===== src/rtl/refsw_pkg.sv =====
package refsw_pkg;

    // Bit 1 of the encoding marks input B as the active one.
    typedef enum logic [1:0] {
        ST_ON_A   = 2'b00,
        ST_WAIT_B = 2'b01,
        ST_ON_B   = 2'b11,
        ST_WAIT_A = 2'b10
    } refsw_state_e;

    function automatic logic state_is_b(refsw_state_e s);
        return (s == ST_ON_B) || (s == ST_WAIT_A);
    endfunction

endpackage


===== src/rtl/refsw_edge.sv =====
module refsw_edge #(
    parameter int STAGES = 2
) (
    input  logic clk,
    input  logic rst_n,
    input  logic ref_in,
    output logic level,
    output logic rise
);

    logic [STAGES-1:0] chain_q;
    logic              prev_q;

    generate
        if (STAGES == 1) begin : g_single
            always_ff @(posedge clk or negedge rst_n) begin
                if (!rst_n) chain_q <= '0;
                else        chain_q <= ref_in;
            end
        end else begin : g_multi
            always_ff @(posedge clk or negedge rst_n) begin
                if (!rst_n) chain_q <= '0;
                else        chain_q <= {chain_q[STAGES-2:0], ref_in};
            end
        end
    endgenerate

    always_ff @(posedge clk or negedge rst_n) begin
        if (!rst_n) prev_q <= 1'b0;
        else        prev_q <= chain_q[STAGES-1];
    end

    assign level = chain_q[STAGES-1];
    assign rise  = chain_q[STAGES-1] & ~prev_q;

endmodule


===== src/rtl/refsw_cfg.sv =====
module refsw_cfg #(
    parameter int                ADDR_W   = 12,
    parameter int                DATA_W   = 8,
    parameter logic [ADDR_W-1:0] CFG_ADDR = 12'h1C1,
    parameter int                EN_BIT   = 4
) (
    input  logic              clk,
    input  logic              rst_n,
    input  logic              wr_en,
    input  logic [ADDR_W-1:0] wr_addr,
    input  logic [DATA_W-1:0] wr_data,
    output logic              cond_en
);

    logic hit;
    logic unused_data;

    assign hit         = wr_en && (wr_addr == CFG_ADDR);
    assign unused_data = ^wr_data;

    always_ff @(posedge clk or negedge rst_n) begin
        if (!rst_n)   cond_en <= 1'b0;
        else if (hit) cond_en <= wr_data[EN_BIT];
    end

    // traffic to other addresses must not disturb the mode bit
    p_foreign_write_ignored_r2: assert property (@(posedge clk) disable iff (!rst_n)
        (wr_en && (wr_addr != CFG_ADDR)) |=> $stable(cond_en));

endmodule


===== src/rtl/refsw_fsm.sv =====
module refsw_fsm
    import refsw_pkg::*;
(
    input  logic clk,
    input  logic rst_n,
    input  logic cond_en,
    input  logic sel_b,
    input  logic lvl_a,
    input  logic lvl_b,
    input  logic rise_a,
    input  logic rise_b,
    output logic ref_out,
    output logic active_b
);

    refsw_state_e state_q, state_d;
    logic         go_b, go_a;

    // A target may be taken when unconditioned, or on its own rising edge.
    assign go_b = !cond_en || rise_b;
    assign go_a = !cond_en || rise_a;

    always_comb begin
        state_d = state_q;
        unique case (state_q)
            ST_ON_A: begin
                if (sel_b) state_d = go_b ? ST_ON_B : ST_WAIT_B;
            end
            ST_WAIT_B: begin
                if (!sel_b)    state_d = ST_ON_A;
                else if (go_b) state_d = ST_ON_B;
            end
            ST_ON_B: begin
                if (!sel_b) state_d = go_a ? ST_ON_A : ST_WAIT_A;
            end
            ST_WAIT_A: begin
                if (sel_b)     state_d = ST_ON_B;
                else if (go_a) state_d = ST_ON_A;
            end
            default: state_d = ST_ON_A;
        endcase
    end

    // State register
    always_ff @(posedge clk or negedge rst_n) begin
        if (!rst_n) state_q <= ST_ON_A;
        else        state_q <= state_d;
    end

    // Output register: mux follows the state being entered
    always_ff @(posedge clk or negedge rst_n) begin
        if (!rst_n) ref_out <= 1'b0;
        else        ref_out <= state_is_b(state_d) ? lvl_b : lvl_a;
    end

    assign active_b = state_is_b(state_q);

    // in aligned mode a move to B needs a synchronized B rising edge
    p_b_waits_edge_r4: assert property (@(posedge clk) disable iff (!rst_n)
        ($rose(active_b) && $past(cond_en)) |-> $past(rise_b));

    // same rule for a move back to A
    p_a_waits_edge_r4: assert property (@(posedge clk) disable iff (!rst_n)
        ($fell(active_b) && $past(cond_en)) |-> $past(rise_a));

    // immediate mode follows the command one edge later
    p_direct_follow_r3: assert property (@(posedge clk) disable iff (!rst_n)
        (!cond_en && (sel_b != active_b)) |=> (active_b == $past(sel_b)));

    // a withdrawn request returns to the current input
    p_withdraw_r5: assert property (@(posedge clk) disable iff (!rst_n)
        (state_q == ST_WAIT_B && !sel_b) |=> (state_q == ST_ON_A));

    // clearing aligned mode releases a pending change
    p_bypass_pending_r8: assert property (@(posedge clk) disable iff (!rst_n)
        (state_q == ST_WAIT_B && sel_b && !cond_en) |=> (state_q == ST_ON_B));

endmodule


===== src/rtl/refclk_switchover.sv =====
module refclk_switchover #(
    parameter int                ADDR_W      = 12,
    parameter int                DATA_W      = 8,
    parameter logic [ADDR_W-1:0] CFG_ADDR    = 12'h1C1,
    parameter int                EN_BIT      = 4,
    parameter int                SYNC_STAGES = 2
) (
    input  logic              clk,
    input  logic              rst_n,
    input  logic              ref_a,
    input  logic              ref_b,
    input  logic              sel_b,
    input  logic              wr_en,
    input  logic [ADDR_W-1:0] wr_addr,
    input  logic [DATA_W-1:0] wr_data,
    output logic              ref_out,
    output logic              active_b
);

    logic cond_en;
    logic lvl_a, lvl_b, rise_a, rise_b;

    refsw_cfg #(
        .ADDR_W  (ADDR_W),
        .DATA_W  (DATA_W),
        .CFG_ADDR(CFG_ADDR),
        .EN_BIT  (EN_BIT)
    ) u_cfg (
        .clk    (clk),
        .rst_n  (rst_n),
        .wr_en  (wr_en),
        .wr_addr(wr_addr),
        .wr_data(wr_data),
        .cond_en(cond_en)
    );

    refsw_edge #(.STAGES(SYNC_STAGES)) u_edge_a (
        .clk   (clk),
        .rst_n (rst_n),
        .ref_in(ref_a),
        .level (lvl_a),
        .rise  (rise_a)
    );

    refsw_edge #(.STAGES(SYNC_STAGES)) u_edge_b (
        .clk   (clk),
        .rst_n (rst_n),
        .ref_in(ref_b),
        .level (lvl_b),
        .rise  (rise_b)
    );

    refsw_fsm u_fsm (
        .clk     (clk),
        .rst_n   (rst_n),
        .cond_en (cond_en),
        .sel_b   (sel_b),
        .lvl_a   (lvl_a),
        .lvl_b   (lvl_b),
        .rise_a  (rise_a),
        .rise_b  (rise_b),
        .ref_out (ref_out),
        .active_b(active_b)
    );

    // leaving reset, input A is active and the output is low
    p_reset_state_r1: assert property (@(posedge clk) disable iff (!rst_n)
        $rose(rst_n) |-> (!active_b && !ref_out));

endmodule


===== config.mk =====
export PLATFORM = sky130hd
export DESIGN_NAME = refclk_switchover
export DESIGN_NICKNAME = d
export VERILOG_FILES = /design/src/rtl/refsw_pkg.sv /design/src/rtl/refsw_edge.sv /design/src/rtl/refsw_cfg.sv /design/src/rtl/refsw_fsm.sv /design/src/rtl/refclk_switchover.sv
export SDC_FILE = /design/constraint.sdc
export NUM_CORES = 1
export LEC_CHECK = 0
export CORE_AREA = 2 2 39 41
export DETAILED_ROUTE_END_ITERATION = 6
export DIE_AREA = 0 0 41 43
export HOLD_SLACK_MARGIN = 0.1
export PLACE_DENSITY = 0.67
export SETUP_SLACK_MARGIN = 0.1
export SKIP_CTS_REPAIR_TIMING = 1
export SYNTH_ARGS = -nofsm -noshare
export SYNTH_HDL_FRONTEND = slang
export SYNTH_SLANG_ARGS = --single-unit

===== constraint.sdc =====
create_clock -name clk -period 1.6 [get_ports clk]
set_clock_uncertainty 0.05 [all_clocks]
set_input_delay 0.24 -clock clk [delete_from_list [all_inputs] [get_ports clk]]
set_output_delay 0.24 -clock clk [all_outputs]
set_load 0.1 [all_outputs]

Yosys cells after proc, flatten, opt, wreduce, memory -nomap -nowiden
Cells that the tools add are included.

word-level totals
  flip-flop bits (word level) = 10
  input port bits = 26
  output and inout bits = 2
  word-level logic and storage cells = 34

operators by class
  eq/ne operators = 6
  multiplexer cells = 10
  bitwise logic cells = 4
  reduce and logical (&&, ||, !) cells = 7

operators by type and width
  operator                                        number
  two-way mux 2 bit                               8
  == test 12 x 9 -> 1 bit, second input constant  1
  == test 2 bit, second input constant            4
  case mux 2 bit (4 select lines)                 1
  logical OR 1 bit                                4
  AND 1 bit                                       2
  == test 2 x 1 -> 1 bit, second input constant   1
  logical NOT 2 bit                               1
  NOT 1 bit                                       2
  logical AND 1 bit                               1
  logical NOT 1 bit                               1
  two-way mux 1 bit                               1

Longest topological paths before layout
  depth in word-level cells = 9
  gate-level depth with buffers = 3
  gate-level depth less buffers = 3

By module
Synthesis repeated with hierarchy kept, for this count alone.

second synthesis, totals
  cell total of the unflattened synthesis = 27
  area total of the unflattened synthesis = 391.6 sq um

modules (own cells, without submodules)
  module      instances  cells an instance  area each (sq um)  seq. area each (sq um)
  refsw_edge  2          4                  88.8               75.1
  refsw_fsm   1          12                 127.6              50.0
  refsw_cfg   1          7                  86.3               25.0

Worst setup path after synthesis
No wires, ideal clock.

  path type = reg-to-output
  start = register u_fsm.state_q[1]
  end = output active_b
  data arrival time = 1.208 ns
  setup slack = 0.102 ns
  cell stages (with the launch flop) = 2
  buffers on the path = 1
  cells stage by stage = dfrtp_1 -> clkbuf_1

between the ends
  word-level cells in the longest chain between the ends = 2
  elaborated cells on any way between the ends = 3
  classes of those cells = 2 x eq/ne; 1 x reduce/logical

RTL lines
  what                    RTL line                 RTL
  from (decl)             refsw_fsm.sv:16          refsw_state_e state_q, state_d;
  from (signal assigned)  refsw_fsm.sv:47          else state_q <= state_d;
  == test 2 bit           refsw_pkg.sv:12          return (s == ST_ON_B) || (s == ST_WAIT_A);
  logical OR 1 bit *      refsw_pkg.sv:12
  to (decl)               refclk_switchover.sv:17  output logic active_b

Every way passes the cells marked *; elsewhere a longest branch is shown, timed or not.

Final worst setup path
  start = input wr_addr[1]
  end = register u_cfg.cond_en

between the ends
  word-level cells in the longest chain between the ends = 2

RTL lines
  what                     RTL line                 RTL
  from (decl)              refclk_switchover.sv:14  input logic [ADDR_W-1:0] wr_addr,
  == test 12 x 9 -> 1 bit  refsw_cfg.sv:18          assign hit = wr_en && (wr_addr == CFG_ADDR);
  logical AND 1 bit        refsw_cfg.sv:18
  to (signal assigned)     refsw_cfg.sv:23          else if (hit) cond_en <= wr_data[EN_BIT];
  to (decl)                refsw_cfg.sv:12          output logic cond_en

Every way passes these cells.
A chain may end at the register's enable or synchronous reset.

==> impl_summary.log <==
INFO  metric timing.final.max_slew_violations = 0
INFO  metric floorplan.rows = 14
INFO  metric fin_nets = 77
INFO  metric p_total = 514 uW
INFO  metric drv.max_cap_violation_count = 0
INFO  metric crit_path_start_kind = input port
INFO  metric viasPerCell = 4.32
INFO  metric numPortBuffers = 20
INFO  metric timing.max_slew.rel_slack = 74.5%
INFO  metric vias = 285
INFO  metric tightestPinTransition = 0.381 ns
INFO  metric drive_above_1_share = 14.0%
INFO  metric maximum_level_of_the_cts_h_tree = 1
INFO  metric chipHeight = 43 um
INFO  metric global_placement_routability_congestion = 0.647
INFO  metric hold_crit_class = input port to asynchronous set/reset pin
INFO  metric core_area = 0.00138 mm2
INFO  metric yosys_register_bits = 9
INFO  metric path_max_fanout = 1
INFO  metric yosys_warnings = 0
INFO  metric layout.cell_area.non_filler = 622 um2
INFO  metric insertedDiodeCount = 0
INFO  metric detailedRoute.firstPassIterationCount = 1
INFO  metric first_pass_grt_wire_length = 1130 um
INFO  metric synth_cells = 27
INFO  metric critPathMaxStageDelay = 0.42 ns
INFO  metric number_of_drc_violations_after_detailed_routing_iteration_0 = 0
INFO  metric cts-buffers-inserted = 3
INFO  metric setup.worst_path.class = input port to register
INFO  metric yosys.area.top_type_share = 62.7%
INFO  metric timing.critical_path.max_delay_family = buffers and inverters
INFO  metric status = complete, no violations
INFO  metric fp.dieW = 41 um
INFO  metric cts_root_buffer_type = sky130_fd_sc_hd__clkbuf_4
INFO  metric global_route.overflow_total = 0
INFO  metric top_level_ports = 28
INFO  metric netlist_top_cells_area = sky130_fd_sc_hd__dfrtp_1 63%, sky130_fd_sc_hd__a21boi_0 6.3%, sky130_fd_sc_hd__nor4b_2 4.2%
INFO  metric cts_tree = yes
INFO  metric cell_area_after_synthesis = 359 um2
INFO  metric synth_sequential_area_ratio = 62.7%
INFO  metric detailed_place_hpwl = 556 um
INFO  metric antenna_violations_before_repair = 0
INFO  metric grt_max_degree = 10
INFO  metric critPathSlowestCell = sky130_fd_sc_hd__clkdlybuf4s50_1
INFO  metric global_router_s_overall_resource_usage = 9.50%
INFO  metric hold_viol_final = 0
INFO  metric ir_worst_vdd = 0.000485 V
INFO  metric final.period_utilization = 82.4%
INFO  metric worst-endpoint-arrival = 1.40 ns
INFO  metric syn_avg_cell_area = 13.3 um2
INFO  metric unrepaired_setup_endpoints_after_global_routing = no
INFO  metric synth_cell_type_count = 17
INFO  metric finalWirelength = 657 um
INFO  metric dieArea = 0.00176 mm2
INFO  metric clock_tree_buffer_depth = 2
INFO  metric min_period = 1.32 ns
INFO  metric crit_required = 1.68 ns
INFO  metric setup_violation_total_in_the_final_timing_report = 0
INFO  metric post_dp_cell_area = 596 um2
INFO  metric endpoint_kind = register
INFO  metric initial_utilization = 25.9%
INFO  metric cp_cell_sequence = clkdlybuf4s50_1 -> nor4b_2 -> nand4_1 -> mux2_1
INFO  metric clkTransAtPathRegs = 0.06 ns
INFO  metric synth_top_area_cell = sky130_fd_sc_hd__dfrtp_1
INFO  metric flow.area_growth_from_synthesis = 73.2%
INFO  metric most-common-layout-cells = 18 x sky130_fd_sc_hd__clkdlybuf4s50_1, 9 x sky130_fd_sc_hd__dfrtp_1, 3 x sky130_fd_sc_hd__a21boi_0, 3 x sky130_fd_sc_hd__clkbuf_4, 2 x sky130_fd_sc_hd__buf_12
INFO  metric average_routed_wire_per_standard_cell = 9.95 um
INFO  metric max_freq = 0.759 GHz
INFO  metric number_of_buffers_and_inverters_on_the_critical_path = 1
INFO  metric fill_cells = 130
INFO  metric power_per_cell_area = 827 mW/mm2
INFO  metric power_leakage = 0.000261 uW
INFO  metric drt_drc_violations_left = 0
INFO  metric synth.net_count = 53
INFO  metric mostFrequentLayoutCell = sky130_fd_sc_hd__clkdlybuf4s50_1
INFO  metric drt.antenna.violating_nets = 0
INFO  metric clock_sinks = 9
INFO  metric via_count_of_the_first_global_routing_pass = 284
INFO  metric insertion_delay = 0.25 ns
-- worst paths after layout --
kind	startpoint	to	slack [ns]	depth (start not counted)
worst max-delay path	wr_addr[1]	u_cfg.cond_en	0.28	4
worst min-delay path	rst_n	u_cfg.cond_en	0.23	1
worst max register to register	u_cfg.cond_en	u_fsm.ref_out	0.49	3
worst min register to register	u_edge_b.chain_q[0]	u_edge_b.chain_q[1]	0.30	0
max in group asynchronous	rst_n	u_edge_a.chain_q[0]	1.00	1
min in group clk	u_edge_b.chain_q[0]	u_edge_b.chain_q[1]	0.30	0
-- flip-flops by register name (all words and copies together) (netlist names) --
name,count
u_edge_a.chain_q,2
u_edge_b.chain_q,2
u_cfg.cond_en,1
u_edge_a.prev_q,1
u_edge_b.prev_q,1
u_fsm.ref_out,1
u_fsm.state_q,1
-- cell families after synthesis --
kind of cell / share of synthesized area (%)
AO/OA/AOI/OAI: 15.7
buffers and inverters: 2.09
multiplexers: 3.14
AND/OR/NAND/NOR: 16.4
flip-flops: 62.7
-- synth_stat cells (all sizes together) --
master  count
nor2b       1
o32a        1
a21bo       1
nor2        1
clkbuf      1
nand2b      1
and4b       1
nor4b       1
a21boi      3
a21oi       1
o22a        1
nor3b       1
mux2        1
dfrtp       9
nand4       1
inv         1
nand2       1
-- worst register-to-register path: stages (launching register included) --
cell                       delay (ns)
sky130_fd_sc_hd__dfrtp_1         0.44
sky130_fd_sc_hd__a21bo_2         0.23
sky130_fd_sc_hd__a21boi_0        0.17
sky130_fd_sc_hd__o32a_1          0.16
-- layer usage --
layer	track usage, %	vias to the layer above	wire length, um
met1	12.9	132	300
li1	-	146	-
met4	4.00	0	0
met2	13.1	7	325
met5	0	-	0
met3	3.66	0	32
-- where the power goes --
group / total [uW] / switching, uW / internal (uW)
logic: 105 / 43.3 / 61.3
registers: 248 / 8.51 / 239
clock network: 162 / 66.8 / 95.3
total: 514 / 119 / 396
-- metrics by stage --
stage	setup TNS (ns)	hold slack, ns	utilization (%)	worst slack [ns]	cells
2_1_floorplan	0	-0.106	-	0.102	27
3_3_place_gp	0	0.282	43.0	0.0253	62
3_5_place_dp	-0.0105	0.287	43.0	-0.0105	62
4_1_cts	0	0.234	44.9	0.254	66
5_1_grt	0	0.248	44.9	0.243	66
6_report	0	0.228	44.9	0.282	66
-- layout make-up --
| class | count | area, um2 | share of cell area, % |
|---|---|---|---|
| Tap cell | 16 | 20.0 | 3.22 |
| Sequential cell | 9 | 225 | 36.2 |
| Multi-Input combinational cell | 16 | 126 | 20.3 |
| Clock buffer | 4 | 26.3 | 4.23 |
| Timing Repair Buffer | 20 | 220 | 35.4 |
| Inverter | 1 | 3.75 | 0.604 |
Note: power is estimated with default switching activity, not from simulation.
